--- src/rtl/tsa_pkg.sv ---
package tsa_pkg;
  typedef enum logic [2:0] {
    SEL_TX_B1 = 3'd0,
    SEL_TX_B2 = 3'd1,
    SEL_TX_D  = 3'd2,
    SEL_RX_B1 = 3'd3,
    SEL_RX_B2 = 3'd4,
    SEL_RX_D  = 3'd5,
    SEL_D_EN  = 3'd6,
    SEL_NONE  = 3'd7
  } reg_sel_e;

  localparam int BYTE_BITS = 8;   // bits per bearer slot
  localparam int SUB_BITS  = 2;   // bits per signalling sub-slot
  localparam int EN_BIT    = 7;   // enable position in a bearer register
endpackage

--- src/rtl/tsa_regs.sv ---
module tsa_regs
  import tsa_pkg::*;
#(
  parameter int NL = 4,
  parameter int LW = 2
) (
  input  logic                clk,
  input  logic                rst,
  input  logic                wr_en,
  input  logic [LW-1:0]       wr_line,
  input  logic [2:0]          wr_sel,
  input  logic [7:0]          wr_data,
  output logic [NL-1:0][7:0]  txb1,
  output logic [NL-1:0][7:0]  txb2,
  output logic [NL-1:0][7:0]  txd,
  output logic [NL-1:0][7:0]  rxb1,
  output logic [NL-1:0][7:0]  rxb2,
  output logic [NL-1:0][7:0]  rxd,
  output logic [NL-1:0]       txd_en,
  output logic [NL-1:0]       rxd_en
);
  logic line_ok;
  assign line_ok = (int'(wr_line) < NL);

  always_ff @(posedge clk) begin
    if (rst) begin
      txb1 <= '0; txb2 <= '0; txd <= '0;
      rxb1 <= '0; rxb2 <= '0; rxd <= '0;
      txd_en <= '0; rxd_en <= '0;
    end else if (wr_en && line_ok) begin
      case (reg_sel_e'(wr_sel))
        SEL_TX_B1: txb1[wr_line] <= wr_data;
        SEL_TX_B2: txb2[wr_line] <= wr_data;
        SEL_TX_D:  txd[wr_line]  <= wr_data;
        SEL_RX_B1: rxb1[wr_line] <= wr_data;
        SEL_RX_B2: rxb2[wr_line] <= wr_data;
        SEL_RX_D:  rxd[wr_line]  <= wr_data;
        SEL_D_EN: begin
          txd_en[wr_line] <= wr_data[0];
          rxd_en[wr_line] <= wr_data[1];
        end
        default: ;
      endcase
    end
  end

  // a write with the unused select code leaves every register unchanged
  assert_unused_sel_R4: assert property (@(posedge clk) disable iff (rst)
    (wr_en && wr_sel == 3'd7) |=> $stable({txb1, txb2, txd, rxb1, rxb2, rxd, txd_en, rxd_en}));
endmodule

--- src/rtl/tsa_frame_cnt.sv ---
module tsa_frame_cnt #(
  parameter int POS_W = 9
) (
  input  logic             clk,
  input  logic             rst,
  input  logic             bclk,
  input  logic             fs,
  output logic             rise,
  output logic             fall,
  output logic             frame_start,
  output logic [POS_W-1:0] pos,
  output logic [POS_W-1:0] next_pos
);
  logic bclk_q;

  assign rise        = bclk & ~bclk_q;
  assign fall        = ~bclk & bclk_q;
  assign frame_start = rise & fs;
  assign next_pos    = fs ? '0 : pos + 1'b1;

  always_ff @(posedge clk) begin
    if (rst) begin
      bclk_q <= 1'b0;
      pos    <= '0;
    end else begin
      bclk_q <= bclk;
      if (rise) pos <= next_pos;
    end
  end

  // the bit position only moves on a rising bit-clock edge
  assert_pos_hold_R2: assert property (@(posedge clk) disable iff (rst)
    !rise |=> $stable(pos));
endmodule

--- src/rtl/tsa_tx_capture.sv ---
module tsa_tx_capture
  import tsa_pkg::*;
#(
  parameter int NL     = 4,
  parameter int SLOT_W = 6,
  parameter int POS_W  = 9
) (
  input  logic                       clk,
  input  logic                       rst,
  input  logic                       fall,
  input  logic                       frame_start,
  input  logic [POS_W-1:0]           pos,
  input  logic                       bi,
  input  logic                       di,
  input  logic [NL-1:0][7:0]         txb1,
  input  logic [NL-1:0][7:0]         txb2,
  input  logic [NL-1:0][7:0]         txd,
  input  logic [NL-1:0]              txd_en,
  output logic [NL-1:0][BYTE_BITS-1:0] out_b1,
  output logic [NL-1:0][BYTE_BITS-1:0] out_b2,
  output logic [NL-1:0][SUB_BITS-1:0]  out_d,
  output logic                       stb
);
  localparam int SUB_W = POS_W - 1;

  logic [SLOT_W-1:0] cur_slot;
  logic [SUB_W-1:0]  cur_sub;
  logic [2:0]        bit_idx;
  logic              sub_idx;

  assign cur_slot = pos[POS_W-1:3];
  assign cur_sub  = pos[POS_W-1:1];
  assign bit_idx  = ~pos[2:0];
  assign sub_idx  = ~pos[0];

  for (genvar l = 0; l < NL; l++) begin : g_line
    logic [BYTE_BITS-1:0] hold_b1, hold_b2;
    logic [SUB_BITS-1:0]  hold_d;

    always_ff @(posedge clk) begin
      if (rst) begin
        hold_b1   <= '0;
        hold_b2   <= '0;
        hold_d    <= '0;
        out_b1[l] <= '1;
        out_b2[l] <= '1;
        out_d[l]  <= '1;
      end else begin
        if (fall) begin
          if (txb1[l][EN_BIT] && txb1[l][SLOT_W-1:0] == cur_slot) hold_b1[bit_idx] <= bi;
          if (txb2[l][EN_BIT] && txb2[l][SLOT_W-1:0] == cur_slot) hold_b2[bit_idx] <= bi;
          if (txd_en[l] && txd[l][SUB_W-1:0] == cur_sub) hold_d[sub_idx] <= di;
        end
        if (frame_start) begin
          out_b1[l] <= txb1[l][EN_BIT] ? hold_b1 : '1;
          out_b2[l] <= txb2[l][EN_BIT] ? hold_b2 : '1;
          out_d[l]  <= txd_en[l] ? hold_d : '1;
        end
      end
    end
  end

  always_ff @(posedge clk) begin
    if (rst) stb <= 1'b0;
    else     stb <= frame_start;
  end

  // the transmit strobe is a single clock wide
  assert_stb_single_R7: assert property (@(posedge clk) disable iff (rst)
    stb |=> !stb);
  // the transmit strobe follows a frame start
  assert_stb_source_R7: assert property (@(posedge clk) disable iff (rst)
    stb |-> $past(frame_start));
endmodule

--- src/rtl/tsa_rx_drive.sv ---
module tsa_rx_drive
  import tsa_pkg::*;
#(
  parameter int NL     = 4,
  parameter int SLOT_W = 6,
  parameter int POS_W  = 9
) (
  input  logic                         clk,
  input  logic                         rst,
  input  logic                         rise,
  input  logic                         frame_start,
  input  logic [POS_W-1:0]             next_pos,
  input  logic [NL-1:0][7:0]           rxb1,
  input  logic [NL-1:0][7:0]           rxb2,
  input  logic [NL-1:0][7:0]           rxd,
  input  logic [NL-1:0]                rxd_en,
  input  logic [NL-1:0][BYTE_BITS-1:0] in_b1,
  input  logic [NL-1:0][BYTE_BITS-1:0] in_b2,
  input  logic [NL-1:0][SUB_BITS-1:0]  in_d,
  output logic                         bo,
  output logic                         bo_oe,
  output logic                         tsb_n,
  output logic                         do_data,
  output logic                         do_oe
);
  localparam int SUB_W = POS_W - 1;

  logic [NL-1:0][BYTE_BITS-1:0] sh_b1, sh_b2, eff_b1, eff_b2;
  logic [NL-1:0][SUB_BITS-1:0]  sh_d, eff_d;
  logic [SLOT_W-1:0] n_slot;
  logic [SUB_W-1:0]  n_sub;
  logic [2:0]        n_bit;
  logic              n_sbit;
  logic              b_hit, b_val, d_hit, d_val;

  assign n_slot = next_pos[POS_W-1:3];
  assign n_sub  = next_pos[POS_W-1:1];
  assign n_bit  = ~next_pos[2:0];
  assign n_sbit = ~next_pos[0];

  // the frame-start edge must already see the new frame's data for bit 0
  assign eff_b1 = frame_start ? in_b1 : sh_b1;
  assign eff_b2 = frame_start ? in_b2 : sh_b2;
  assign eff_d  = frame_start ? in_d  : sh_d;

  // highest line scanned first so the lowest line, and B1 within it, wins
  always_comb begin
    b_hit = 1'b0; b_val = 1'b0; d_hit = 1'b0; d_val = 1'b0;
    for (int l = NL - 1; l >= 0; l--) begin
      if (rxb2[l][EN_BIT] && rxb2[l][SLOT_W-1:0] == n_slot) begin
        b_hit = 1'b1; b_val = eff_b2[l][n_bit];
      end
      if (rxb1[l][EN_BIT] && rxb1[l][SLOT_W-1:0] == n_slot) begin
        b_hit = 1'b1; b_val = eff_b1[l][n_bit];
      end
      if (rxd_en[l] && rxd[l][SUB_W-1:0] == n_sub) begin
        d_hit = 1'b1; d_val = eff_d[l][n_sbit];
      end
    end
  end

  always_ff @(posedge clk) begin
    if (rst) begin
      sh_b1 <= '0; sh_b2 <= '0; sh_d <= '0;
      bo <= 1'b0; bo_oe <= 1'b0; tsb_n <= 1'b1;
      do_data <= 1'b0; do_oe <= 1'b0;
    end else begin
      if (frame_start) begin
        sh_b1 <= in_b1; sh_b2 <= in_b2; sh_d <= in_d;
      end
      if (rise) begin
        bo      <= b_hit & b_val;
        bo_oe   <= b_hit;
        tsb_n   <= ~b_hit;
        do_data <= d_hit & d_val;
        do_oe   <= d_hit;
      end
    end
  end

  // serial outputs hold between rising bit-clock edges
  assert_out_stable_R12: assert property (@(posedge clk) disable iff (rst)
    !rise |=> $stable({bo, bo_oe, tsb_n, do_data, do_oe}));
  // the busy strobe is asserted whenever bo is driven
  assert_busy_with_bo_R5: assert property (@(posedge clk) disable iff (rst)
    bo_oe |-> !tsb_n);
  // a bearer slot only opens right after a rising edge
  assert_bo_open_R3: assert property (@(posedge clk) disable iff (rst)
    $rose(bo_oe) |-> $past(rise));
  // a signalling sub-slot only opens right after a rising edge
  assert_do_open_R6: assert property (@(posedge clk) disable iff (rst)
    $rose(do_oe) |-> $past(rise));
endmodule

--- src/rtl/tsa_backplane_port.sv ---
module tsa_backplane_port
  import tsa_pkg::*;
#(
  parameter int NL        = 4,
  parameter int NUM_SLOTS = 64
) (
  input  logic                        clk,
  input  logic                        rst,
  input  logic                        bclk,
  input  logic                        fs,
  input  logic                        bi,
  input  logic                        di,
  output logic                        bo,
  output logic                        bo_oe,
  output logic                        tsb_n,
  output logic                        do_data,
  output logic                        do_oe,
  input  logic                        wr_en,
  input  logic [$clog2(NL)-1:0]       wr_line,
  input  logic [2:0]                  wr_sel,
  input  logic [7:0]                  wr_data,
  input  logic [NL*BYTE_BITS-1:0]     rx_b1,
  input  logic [NL*BYTE_BITS-1:0]     rx_b2,
  input  logic [NL*SUB_BITS-1:0]      rx_d,
  output logic [NL*BYTE_BITS-1:0]     tx_b1,
  output logic [NL*BYTE_BITS-1:0]     tx_b2,
  output logic [NL*SUB_BITS-1:0]      tx_d,
  output logic                        tx_stb
);
  localparam int LW     = $clog2(NL);
  localparam int SLOT_W = $clog2(NUM_SLOTS);
  localparam int POS_W  = SLOT_W + 3;

  logic [NL-1:0][7:0] txb1, txb2, txd, rxb1, rxb2, rxd;
  logic [NL-1:0]      txd_en, rxd_en;
  logic               rise, fall, frame_start;
  logic [POS_W-1:0]   pos, next_pos;

  logic [NL-1:0][BYTE_BITS-1:0] in_b1, in_b2, o_b1, o_b2;
  logic [NL-1:0][SUB_BITS-1:0]  in_d, o_d;

  assign in_b1 = rx_b1;
  assign in_b2 = rx_b2;
  assign in_d  = rx_d;
  assign tx_b1 = o_b1;
  assign tx_b2 = o_b2;
  assign tx_d  = o_d;

  tsa_regs #(.NL(NL), .LW(LW)) u_regs (
    .clk, .rst, .wr_en, .wr_line, .wr_sel, .wr_data,
    .txb1, .txb2, .txd, .rxb1, .rxb2, .rxd, .txd_en, .rxd_en
  );

  tsa_frame_cnt #(.POS_W(POS_W)) u_cnt (
    .clk, .rst, .bclk, .fs, .rise, .fall, .frame_start, .pos, .next_pos
  );

  tsa_tx_capture #(.NL(NL), .SLOT_W(SLOT_W), .POS_W(POS_W)) u_tx (
    .clk, .rst, .fall, .frame_start, .pos, .bi, .di,
    .txb1, .txb2, .txd, .txd_en,
    .out_b1(o_b1), .out_b2(o_b2), .out_d(o_d), .stb(tx_stb)
  );

  tsa_rx_drive #(.NL(NL), .SLOT_W(SLOT_W), .POS_W(POS_W)) u_rx (
    .clk, .rst, .rise, .frame_start, .next_pos,
    .rxb1, .rxb2, .rxd, .rxd_en, .in_b1, .in_b2, .in_d,
    .bo, .bo_oe, .tsb_n, .do_data, .do_oe
  );
endmodule

--- config.mk ---
export PLATFORM = sky130hd
export DESIGN_NAME = tsa_backplane_port
export DESIGN_NICKNAME = d
export VERILOG_FILES = /design/src/rtl/tsa_pkg.sv /design/src/rtl/tsa_regs.sv /design/src/rtl/tsa_frame_cnt.sv /design/src/rtl/tsa_tx_capture.sv /design/src/rtl/tsa_rx_drive.sv /design/src/rtl/tsa_backplane_port.sv
export SDC_FILE = /design/constraint.sdc
export NUM_CORES = 1
export LEC_CHECK = 0
export ABC_AREA = 1
export CAP_MARGIN = 20
export CORE_ASPECT_RATIO = 1.2
export CORE_UTILIZATION = 51
export DETAILED_ROUTE_END_ITERATION = 8
export PLACE_DENSITY = 0.68
export SLEW_MARGIN = 20
export SYNTH_ARGS = -nofsm -noshare
export SYNTH_HDL_FRONTEND = slang
export SYNTH_SLANG_ARGS = --single-unit
--- constraint.sdc ---
create_clock -name clk -period 6.2 [get_ports clk]
set_input_delay 1.55 -clock clk [delete_from_list [all_inputs] [get_ports clk]]
set_output_delay 1.55 -clock clk [all_outputs]
set_load 0.005 [all_outputs]
==> run metrics, run 1 <==
status=completed; Reg2Reg Setup Slack=approximately 2500 ps; Yosys cell types=57; CTS H-tree depth=2; EDFF count, synth=0; clk buf depth=3; CP startpoint=fs; R2R Path End=u_rx.bo$_SDFFE_PP0N_; reg2reg start=u_cnt.pos[0]$_SDFFE_PP0N_; Hold Buf Count CTS=0; initial antenna violation count=1; flops & latches, synth=416; Syn Area/Cell=7.568 um^2; Min-Delay Path Depth=2; largest net degree at the start of global routing=194; PortBufs=169; Max Clock Freq=236.1 MHz; Clock Skew=23.37 ps; sequential share of power=46.8%; CTS resizes=0; leakage=around 0.0085 uW; predominant post-synthesis flop cell=dfxtp_1; Crit-path slowest cell=clkdlybuf4s50_1; Layout Nets=about 2600; 1st-pass router iterations=7; internal cell power=between 4000 and 5000 uW; sw power=1525 uW; initial DRC count=1448; mux cell area share after synthesis=under 10%; crit-path max cell delay=750 ps; Die Wd=175.8 um; GPL Wtd Cong=0.8388; Final Hold Vio Count=0; Worst Setup End Kind=register; Yosys top cell area share=45.02%; Synth Cell Area=18500 um^2; top post-synthesis cells by area=dfxtp_1 45%, a21oi_1 9.0%, nand2_1 8.1%; Synth Area in XOR/XNOR=3.267%; DRC Markers=0; Sink Count=416; worst r2r path cells=15; synth cell count leaders=416 x dfxtp_1, 401 x nand2_1, 334 x a21oi_1; CORE AREA=35850 um^2; min Tclk post-route=4235 ps; max-cap violations=0; Starting Density=51.60%; final WL=about 53000 um; drt via density=5.592; Compound-Gate Fraction of Synth Area=21.13%; PwrDens=275.2 nW/um^2; FFs w/ async S/R, synth=0%; Mapped Nets=2537; Crit path top cell by count=nand2_1; setup bufs post-CTS=0; clock slew at reported path FFs=60 ps; peak fanout along the critical path=between 70 and 80; first-pass GRT wire length=83320 um; drt wl/cell=17.52 um; Synth Area in Adders=0.06765%; Synth area leader=dfxtp_1; Yosys warnings=0; Seq/Total Area, Yosys=45.02%; Worst Hold Class=register to register; most numerous cell in the Yosys netlist=dfxtp_1; total grt overflow=0; crit path cell chain=clkdlybuf4s50_1 > nand3_4 > or2_2 > o21a_1 > a21oi_1 > o21ai_0 > nand2_1 > nand2_1 > nand3_1 > nand2_1 > nand2_1 > nand2_1 > nand2_1 > nand2_1 > nand2_1 > a21oi_1; crit path DAT=4670 ps; combinational fraction of design power=10.8%; Max Slew Vio Count=0; Routed Antenna Nets=0; worst skew pair latency=approximately 560 ps; vias in the first global route=15500; largest family of logic cells by synthesized area=compound AO/OA/AOI/OAI gates; Top-Level Pins=170; layout cells sized above 1=6.387%; Clk pwr share=a little over two fifths; Slew @ Worst Pin=~1200 ps; die height=210.6 um; area share of and/or/nand/nor cells after synthesis=between 10% and 20%; hpwl dp=~33000 um; via count=16890; number of setup violations in the final report=0; Peak VDD IR=about 0.19 mV; CTS Root Cell=clkbuf_16; Area Overhead vs Synth=17.31%; Req. time, crit path=6630 ps; Fill cells=3237; RSZ-0062 raised after global routing=no; # rows=76; gr usage total=28.14%; Post-Syn Instances=approximately 2400; fin util=about 60%; CP Launch Type=input pin; crit path to=u_rx.bo$_SDFFE_PP0N_; die footprint=37040 um^2; TritonCTS Buffers=42; sw frac=25.54%; TNS Setup=0 ps; crit path kind=input pin to register; fin crit share=68.30%; Slew HR=between 20% and 30%; CTS tree=done
-- routing by layer --
layer,wire length (um),GRT usage [%],part of all wire [%]
met3,2962,3.690,5.6
met4,1472,10.22,2.8
met5,0,0,0
met2,24910,46.75,47
met1,23580,37.26,45
-- worst max-delay path, delay by kind of cell --
family | cells | cell delay (ps)
simple gates | 11 | 1890
buf+inv | 1 | 750
compound gates | 4 | 440
-- logic make-up after synthesis --
family,Yosys count
DFF,416
AOI/OAI and AO/OA,698
xor gates and xnor gates,69
muxes,37
adders and majority gates,1
buffers and inverters,393
and+or+nand+nor,830
-- per-stage QoR --
stage               cell area [um^2]  hold WS, ps  worst slack, ps  cells  power, uW
floorplan                      18500        430.1             3057   2444       3225
finish                         21700        455.8             1965   3021       5971
global route                   21700        469.2             1607   3021       6183
CTS                            21670        460.1             1991   3019       5989
global placement               20310        442.0             1530   2945       3475
detailed placement             20320        446.0             1422   2945       3486
-- final cells by class --
cell class	count	area, um^2	area share [%]
multi-input cells	1635	8591	39.59
flip-flops and latches	416	8328	38.38
repair buffers	209	2016	9.290
clock buffers	62	1226	5.651
inverters	218	820.8	3.783
well taps	468	585.6	2.699
clock inverters	12	128.9	0.5939
diodes	1	2.502	0.01153
-- worst min path at each step --
stage | startpoint | end | slack, ps
6_report | u_tx.out_b1[23]$_SDFFE_PP1N_ | u_tx.out_b1[23]$_SDFFE_PP1N_ | 460
5_1_grt | u_tx.out_b1[6]$_SDFFE_PP1N_ | u_tx.out_b1[6]$_SDFFE_PP1N_ | 470
4_1_cts | u_tx.out_b1[23]$_SDFFE_PP1N_ | u_tx.out_b1[23]$_SDFFE_PP1N_ | 460
3_5_place_dp | u_tx.out_b1[23]$_SDFFE_PP1N_ | u_tx.out_b1[23]$_SDFFE_PP1N_ | 450
3_3_place_gp | u_regs.rxb2[31]$_SDFFE_PP0P_ | u_regs.rxb2[31]$_SDFFE_PP0P_ | 440
2_1_floorplan | u_regs.rxb2[31]$_SDFFE_PP0P_ | u_regs.rxb2[31]$_SDFFE_PP0P_ | 430
-- flip-flops by register name, indices dropped and copies added (netlist names), 8 cells and up --
register	flops
u_tx.out_d	8
u_rx.sh_b2	32
u_rx.sh_b1	32
u_tx.out_b2	32
u_tx.out_b1	32
u_regs.rxd	32
u_tx.g_line.hold_b1	32
u_regs.txb2	28
u_tx.g_line.hold_d	8
u_regs.rxb2	28
u_regs.txb1	28
u_rx.sh_d	8
u_regs.rxb1	28
u_tx.g_line.hold_b2	32
u_cnt.pos	9
u_regs.txd	32
-- placed cells by master, fill, tap and decap left out, drive strengths merged, types with 2 or more instances in the layout --
cell type,netlist,final
o22ai,5,5
or4,3,3
o221ai,3,3
o211a,5,5
nor3,17,17
a21oi,334,334
xor2,53,53
nand3,116,116
clkinv,4,11
o211ai,2,2
o21a,17,17
nor2,224,224
a2111oi,3,3
o21ai,256,256
nand2,407,407
buf,59,41
nor4,16,16
or2,10,10
dfxtp,416,416
clkdlybuf4s50,0,167
inv,214,217
a311oi,66,66
mux2i,37,37
nand4,34,34
nand3b,2,2
bufinv,0,2
clkbuf,116,63
xnor2,16,16
-- power groups by stage --
stage | Combinational (uW) | Clock [uW] | Sequential, uW
after global routing | 706 | 2680 | 2800
after floorplan | 391 | 0 | 2830
after global placement | 626 | 0 | 2850
after CTS | 638 | 2560 | 2790
after detailed placement | 635 | 0 | 2850
final | 642 | 2540 | 2790
No activity file was read; power rests on OpenSTA's default activity.
==> run 2: changes to the inputs <==
Clock period 6.2 ns to 4.3 ns, I/O delays scaled along.
==> run 2 against run 1 <==
Compared with the run above: critical path depth shrank 3; wire length grew 0.87%; largest cell class unchanged; largest power group unchanged; first-iteration DRC count grew 5.4%; count of clock-buffer cells in the layout grew 1; register-to-register slack lost 1800 ps; non-clock buffer count grew 14.
==> run metrics, run 2 (synthesis results as in run 1) <==
drt via density=5.616; clock slew at reported path FFs=~60 ps; Crit-path slowest cell=dfxtp_1; most frequent cells in the layout=416 x dfxtp_1, 401 x nand2_1, 334 x a21oi_1; GPL Wtd Cong=0.8506; crit-path max cell delay=about 730 ps; PwrDens=~400 nW/um^2; TritonCTS Buffers=43; worst r2r path cells=13; Starting Density=between 50 and 60%; hpwl dp=34480 um; R2R Path End=u_rx.do_data$_SDFFE_PP0N_; Slew HR=32.06%; ANT cells=0; drt wl/cell=17.59 um; register area=roughly 8300 um^2; Clock Skew=~16 ps; cell area after layout=21780 um^2; worst skew pair latency=approximately 560 ps; CORE AREA=35850 um^2; Power Total=8494 uW; crit path cell chain=inv_1 > nor2_8 > nand2_1 > nand2_1 > nand3_2 > xor2_1 > nor4_1 > nand2_1 > nand4_1 > nand2_1 > nor2_1 > nand2_1 > a21oi_1; CTS Root Cell=clkbuf_16; commonest non-fill, non-tap cell in the layout=dfxtp_1; leakage=0.008523 uW; TNS Setup=0 ps; crit path DAT=4070 ps; CTS tree=done; via count=17040; gr usage total=28.34%; layout cells sized above 1=6.856%; number of setup violations in the final report=0; area post-placement=between 20000 and 25000 um^2; PortBufs=roughly 170; Peak VDD IR=0.2821 mV; CP Buf/Inv Count=1; DRC Markers=0; Die Wd=175.8 um; peak fanout along the critical path=19; vias in the first global route=approximately 16000; die height=210.6 um; final WL=53390 um; max-cap violations=0; Slew @ Worst Pin=about 1000 ps; clk buf depth=3; total grt overflow=0; Worst Setup End Kind=register; Hold Buf Count CTS=0; initial antenna violation count=0; Top-Level Pins=170; crit-path leading delay family=simple AND/OR/NAND/NOR gates; CTS H-tree depth=2; Layout Nets=about 2600; Hold Crit Start=u_tx.out_b1[21]$_SDFFE_PP1N_; Max Slew Vio Count=0; crit path kind=register to register; reg2reg start=u_cnt.pos[0]$_SDFFE_PP0N_; Fill cells=3265; Area Overhead vs Synth=17.77%; CP Launch Type=register; sink of the worst hold path=u_tx.out_b1[21]$_SDFFE_PP1N_; first-pass GRT wire length=roughly 84000 um; multi-input combinational cell area=8582 um^2; RSZ-0062 raised after global routing=no; 1st-pass router iterations=7; fin crit share=83.75%; setup bufs post-CTS=0; Routed Antenna Nets=0; Max Clock Freq=about 280 MHz; Reg2Reg Setup Slack=700 ps; initial DRC count=1526; Min-Delay Path Depth=2; Worst Hold Class=register to register; largest net degree at the start of global routing=150; Crit path top cell by count=nand2_1; CTS resizes=0; # rows=76; Req. time, crit path=4770 ps; die footprint=37040 um^2; Final Hold Vio Count=0; CP startpoint=u_cnt.pos[0]$_SDFFE_PP0N_; status=completed; Sink Count=416; min Tclk post-route=3601 ps
-- run 2: per-layer routing --
metal | part of all wire [%] | global-route usage, %
met5 | 0 | 0
met1 | 44 | 37.37
met3 | 6.5 | 3.870
met2 | 47 | 46.98
met4 | 2.9 | 10.67
-- run 2: area by class of cell --
class                   instances  share of cell area [%]
well taps                     468                   2.688
repair buffers                223                   9.851
flip-flops and latches        416                   38.23
multi-input cells            1635                   39.40
clock inverters                12                  0.3619
clock buffers                  63                   5.698
inverters                     218                   3.774
-- run 2: how the worst max path moves through the flow --
stage | slack, ps | depth (start not counted) | endpoint
global placement | 370 | 16 | u_rx.bo$_SDFFE_PP0N_
detailed placement | 370 | 16 | u_rx.bo$_SDFFE_PP0N_
finish | 700 | 13 | u_rx.do_data$_SDFFE_PP0N_
floorplan | 1630 | 8 | u_tx.g_line[2].hold_b1[5]$_SDFFE_PP0P_
global route | 460 | 13 | u_rx.do_data$_SDFFE_PP0N_
CTS | 790 | 13 | u_rx.do_data$_SDFFE_PP0N_
-- run 2: through the flow --
stage,std cells,utilization [%],worst slack (ps),hold slack [ps]
floorplan,2444,-,1632,430.1
global placement,2959,57.06,367.3,442.3
detailed placement,2960,57.08,365.2,446.9
CTS,3035,60.76,789.4,457.0
global route,3035,60.76,457.9,470.7
finish,3035,60.76,698.7,455.5
-- run 2: power by group --
group	internal (uW)	switching [uW]
clock network	2000	1520
logic	360	582
registers	3960	65.5
total	6320	2170
-- run 2: tightest hold or removal path: cells and delay by family (launching register included) --
family	cells	cell delay, ps
DFF	1	320
AOI/OAI and AO/OA	1	60
and+or+nand+nor	1	50
